[src/rtl/bslfsr_pkg.sv]
package bslfsr_pkg;
  localparam int unsigned DEF_WIDTH = 4;
  localparam int unsigned DEF_CNT_W = 16;

  // Number of adjacent output pairs exchanged when the select stage is zero.
  function automatic int unsigned swap_pairs(input int unsigned width);
    return (width - 1) / 2;
  endfunction
endpackage

[src/rtl/bslfsr_core.sv]
module bslfsr_core #(
  parameter int unsigned WIDTH = bslfsr_pkg::DEF_WIDTH,
  parameter logic [WIDTH-1:0] TAPS = 4'b1001
) (
  input  logic             clk,
  input  logic             rst,
  input  logic             en,
  input  logic             load,
  input  logic [WIDTH-1:0] seed,
  output logic [WIDTH-1:0] state_q,
  output logic [WIDTH-1:0] state_nxt,
  output logic             advance
);
  localparam logic [WIDTH-1:0] ONES = '1;

  function automatic logic [WIDTH-1:0] step_fn(input logic [WIDTH-1:0] s);
    logic fb;
    fb = ^(s & TAPS);
    return {s[WIDTH-2:0], fb};
  endfunction

  function automatic logic [WIDTH-1:0] seed_fix(input logic [WIDTH-1:0] s);
    return (s == '0) ? ONES : s;
  endfunction

  assign advance = en && !load;

  always_comb begin
    if (load)         state_nxt = seed_fix(seed);
    else if (advance) state_nxt = step_fn(state_q);
    else              state_nxt = state_q;
  end

  always_ff @(posedge clk) begin
    if (rst) state_q <= ONES;
    else     state_q <= state_nxt;
  end
endmodule

[src/rtl/bslfsr_swap.sv]
module bslfsr_swap #(
  parameter int unsigned WIDTH = bslfsr_pkg::DEF_WIDTH
) (
  input  logic [WIDTH-1:0] state_i,
  output logic [WIDTH-1:0] pattern_o
);
  localparam int unsigned NPAIRS = bslfsr_pkg::swap_pairs(WIDTH);
  localparam int unsigned FIRST_PASS = 2 * NPAIRS;

  logic do_swap;
  assign do_swap = !state_i[WIDTH-1];

  genvar p, j;
  generate
    for (p = 0; p < NPAIRS; p++) begin : g_pair
      assign pattern_o[2*p]   = do_swap ? state_i[2*p+1] : state_i[2*p];
      assign pattern_o[2*p+1] = do_swap ? state_i[2*p]   : state_i[2*p+1];
    end
    for (j = FIRST_PASS; j < WIDTH; j++) begin : g_pass
      assign pattern_o[j] = state_i[j];
    end
  endgenerate
endmodule

[src/rtl/bslfsr_toggles.sv]
module bslfsr_toggles #(
  parameter int unsigned WIDTH = bslfsr_pkg::DEF_WIDTH,
  parameter int unsigned CNT_W = bslfsr_pkg::DEF_CNT_W
) (
  input  logic                   clk,
  input  logic                   rst,
  input  logic                   clear,
  input  logic                   advance,
  input  logic [WIDTH-1:0]       pat_cur,
  input  logic [WIDTH-1:0]       pat_nxt,
  output logic [WIDTH*CNT_W-1:0] cnt_o
);
  logic [WIDTH-1:0] flip;
  assign flip = pat_cur ^ pat_nxt;

  genvar i;
  generate
    for (i = 0; i < WIDTH; i++) begin : g_cnt
      logic [CNT_W-1:0] cnt_q;
      always_ff @(posedge clk) begin
        if (rst || clear)           cnt_q <= '0;
        else if (advance && flip[i]) cnt_q <= cnt_q + 1'b1;
      end
      assign cnt_o[i*CNT_W +: CNT_W] = cnt_q;
    end
  endgenerate
endmodule

[src/rtl/bslfsr_gen.sv]
module bslfsr_gen #(
  parameter int unsigned WIDTH = bslfsr_pkg::DEF_WIDTH,
  parameter logic [WIDTH-1:0] TAPS = 4'b1001,
  parameter int unsigned CNT_W = bslfsr_pkg::DEF_CNT_W
) (
  input  logic                   clk,
  input  logic                   rst,
  input  logic                   en,
  input  logic                   load,
  input  logic [WIDTH-1:0]       seed,
  output logic [WIDTH-1:0]       pattern_o,
  output logic [WIDTH-1:0]       state_o,
  output logic [WIDTH*CNT_W-1:0] toggle_cnt_o
);
  logic [WIDTH-1:0] state_w;
  logic [WIDTH-1:0] state_nxt_w;
  logic [WIDTH-1:0] pat_nxt_w;
  logic             adv_w;

  bslfsr_core #(.WIDTH(WIDTH), .TAPS(TAPS)) core_i (
    .clk(clk), .rst(rst), .en(en), .load(load), .seed(seed),
    .state_q(state_w), .state_nxt(state_nxt_w), .advance(adv_w)
  );

  bslfsr_swap #(.WIDTH(WIDTH)) swap_cur_i (
    .state_i(state_w), .pattern_o(pattern_o)
  );

  bslfsr_swap #(.WIDTH(WIDTH)) swap_nxt_i (
    .state_i(state_nxt_w), .pattern_o(pat_nxt_w)
  );

  bslfsr_toggles #(.WIDTH(WIDTH), .CNT_W(CNT_W)) tog_i (
    .clk(clk), .rst(rst), .clear(load), .advance(adv_w),
    .pat_cur(pattern_o), .pat_nxt(pat_nxt_w), .cnt_o(toggle_cnt_o)
  );

  assign state_o = state_w;
endmodule

[config.mk]
export PLATFORM = sky130hd
export DESIGN_NAME = bslfsr_gen
export DESIGN_NICKNAME = d
export VERILOG_FILES = /design/src/rtl/bslfsr_pkg.sv /design/src/rtl/bslfsr_core.sv /design/src/rtl/bslfsr_swap.sv /design/src/rtl/bslfsr_toggles.sv /design/src/rtl/bslfsr_gen.sv
export SDC_FILE = /design/constraint.sdc
export NUM_CORES = 1
export LEC_CHECK = 0
export ABC_AREA = 1
export CORE_MARGIN = 10
export CORE_UTILIZATION = 25
export CTS_CLUSTER_SIZE = 28
export DETAILED_ROUTE_END_ITERATION = 6
export SLEW_MARGIN = 0
export SYNTH_ARGS = -nofsm -noshare
export SYNTH_HDL_FRONTEND = slang
export SYNTH_SLANG_ARGS = --single-unit
[constraint.sdc]
create_clock -name clk -period 1.8 [get_ports clk]
set_clock_uncertainty 0.2 [all_clocks]
set_input_delay 0.36 -clock clk [delete_from_list [all_inputs] [get_ports clk]]
set_output_delay 0.36 -clock clk [all_outputs]
set_load 0.01 [all_outputs]
==> impl_metrics.tcl <==
set metrics [dict create \
    die_y_um 148 \
    start_util_pct 25.6 \
    cp_data_arrival_time_ps 1240 \
    mostFrequentLayoutCell "nand2_1" \
    io_pins 80 \
    cts_max_path_buffers 2 \
    ant_nets 0 \
    cts_buffers 9 \
    syn_area_um2 4100 \
    critical_path.max_stage_delay_ps 360 \
    critical_path_class "flip-flop to output port" \
    cts_tree "built" \
    max_slew_margin_pct 80.3 \
    antenna_found_initial 1 \
    grtUsageTotal_pct 11.4 \
    crit_path_cell_trace "buf_4, nand2_1, o21a_1, inv_2, buf_6" \
    design.core.area_um2 16000 \
    drt_pre_antenna_iters 4 \
    ys_async_sr_fraction_pct 0 \
    hold_viol_final 0 \
    layout.nets 770 \
    required_ps 1240 \
    die_w_um 148 \
    gr-total-overflow 0 \
    rsz0062_at_grt "yes" \
    diodes 0 \
    routedWlPerCell_um 13.0 \
    max_freq_ghz 0.557 \
    hold_class "flip-flop to flip-flop" \
    power_leakage_nw 2.60 \
    core.rowCount 46 \
    worstSetupEndpointType "output port" \
    synth_edf_count 0 \
    clk_pin_slew_ps 60 \
    whs_ps 291 \
    final.setup.tns_ps 0 \
    yosys_warnings 0 \
    crit_path_top_delay_cell "dfxtp_4" \
    mostFrequentLayoutCells "nand2_1 (153), dlygate4sd2_1 (72), buf_4 (66)" \
    drc_errors 0 \
    slew_viol_final 0 \
    startpoint_type "flip-flop" \
    drive_gt1_share_pct 23.5 \
    min_period_ps 1800 \
    clkLatencyLatePin_ps 340 \
    gp_congestion 0.847 \
    ir_drop_mv 0.527 \
    die-area_um2 21900 \
    grt_max_degree 29 \
    status "finished clean" \
    stdcell_count 977 \
    syn-num-nets 622 \
    via_count 4360 \
    syn_inst 610 \
    max_cap_viol_count 0 \
    syn_to_final_growth_pct 48.8 \
    ys_types 34 \
    h-tree-depth 3 \
    drt_first_iter_violations 187 \
    ys_ff_latch 68 \
    syn_area_per_cell_um2 6.73 \
    finalPower_mw 3.77 \
    setup_violations 0 \
    dp_hpwl_um 9320 \
    cts_sinks 68 \
    viasPerCell 4.46 \
    portBuffers 79 \
    fin_crit_sh_pct 99.8 \
    dp_cells 955 \
    path_max_fanout 4 \
    synth-main-ff-cell "dfxtp_1" \
    power.density_nw_per_um2 618 \
    grt_pass1_wl_um 20500 \
    cts_hold_buf 0 \
    wl_um 12700 \
    grt_pass1_vias 4047 \
    finalCoreUtilization_pct 38.2 \
    yosysSeqAreaShare_pct 33.2 \
    worst_slew_pin_slew_ps 293 \
    clock-root-buffer "clkbuf_16" \
]
[critical path: cells and delay by family, from the launching register on]
| kind | cells | cell delay, ps |
|---|---|---|
| buf+inv | 3 | 330 |
| compound gates | 1 | 160 |
| simple gates | 1 | 50 |
| flops | 1 | 360 |
[cell families (layout without fill, tap and decap cells)]
family,Yosys count,count (layout),share of synthesized area (%)
adder cells (fa/ha/maj),4,4,1.22
flip-flops,68,68,33.2
buffers and inverters,87,236,9.70
XOR/XNOR,39,39,8.33
AO/OA/AOI/OAI,70,70,9.24
AND/OR/NAND/NOR,342,344,38.3
[Yosys cell counts, types with 4 or more instances]
library cell,number,area share [%]
nand2_1,166,15
dfxtp_1,68,33
inv_1,61,5.6
nor2_1,51,4.7
a21oi_1,50,6.1
nand3_1,48,5.9
nand4_1,34,5.2
xor2_1,24,5.1
nor3_1,19,2.3
xnor2_1,15,3.2
buf_4,12,2.2
nand2_2,8,1.2
clkbuf_1,7,0.64
o21ai_0,6,0.73
o21ai_1,5,0.61
ha_1,4,1.2
nor3_2,4,0.98
o21bai_1,4,0.73
[worst paths after layout]
path	to	slack (ps)	start	cells after the start
worst min register to register	tog_i.g_cnt[1].cnt_q[9]	290	tog_i.g_cnt[1].cnt_q[9]	2
worst min-delay path	tog_i.g_cnt[1].cnt_q[9]	290	tog_i.g_cnt[1].cnt_q[9]	2
worst max register to register	tog_i.g_cnt[1].cnt_q[3]	60	core_i.state_q[3]	9
worst max-delay path	pattern_o[1]	3	core_i.state_q[3]	5
[state kept, by name, summed over array words and instances (netlist names)]
signal,flops
tog_i.g_cnt.cnt_q,64
core_i.state_q,4
[what timing repair did]
action                                 in CTS  in global routing
gates resized for setup                   109                 58
endpoints found under the hold margin       0                  0
pin swaps                                   5                 19
buffers inserted                            3                  2
cloned                                      1                  2
setup endpoints to repair                 136                 62
[stage by stage]
stage / worst slack [ps] / area, um^2
after floorplan: 6.40 / 4110
after global placement: -593 / 5590
after detailed placement: -582 / 5590
after CTS: -9.56 / 5870
after global routing: -48.4 / 6100
final: 3.19 / 6100
[power breakdown]
part | internal, mW | total, mW | switching [mW] | leakage [nW]
Combinational | 0.244 | 0.561 | 0.316 | 1.90
Sequential | 1.52 | 1.53 | 0.0103 | 0.553
Clock | 1.02 | 1.69 | 0.660 | 0.140
[layer usage]
layer	part of all wire (%)	global-route usage [%]
met3	6.6	4.31
met4	0.99	3.22
met5	0	0
met2	49	19.1
met1	44	13.3
[layout make-up]
type                    count  area, um^2
clock buffers              12         267
well taps                 216         270
inverters                  64         243
fillers                  1750        9900
clock inverters             2        10.0
repair buffers            158        1360
flip-flops and latches     68        1380
multi-input cells         457        2570
No activity file was read; power rests on OpenSTA's default activity.
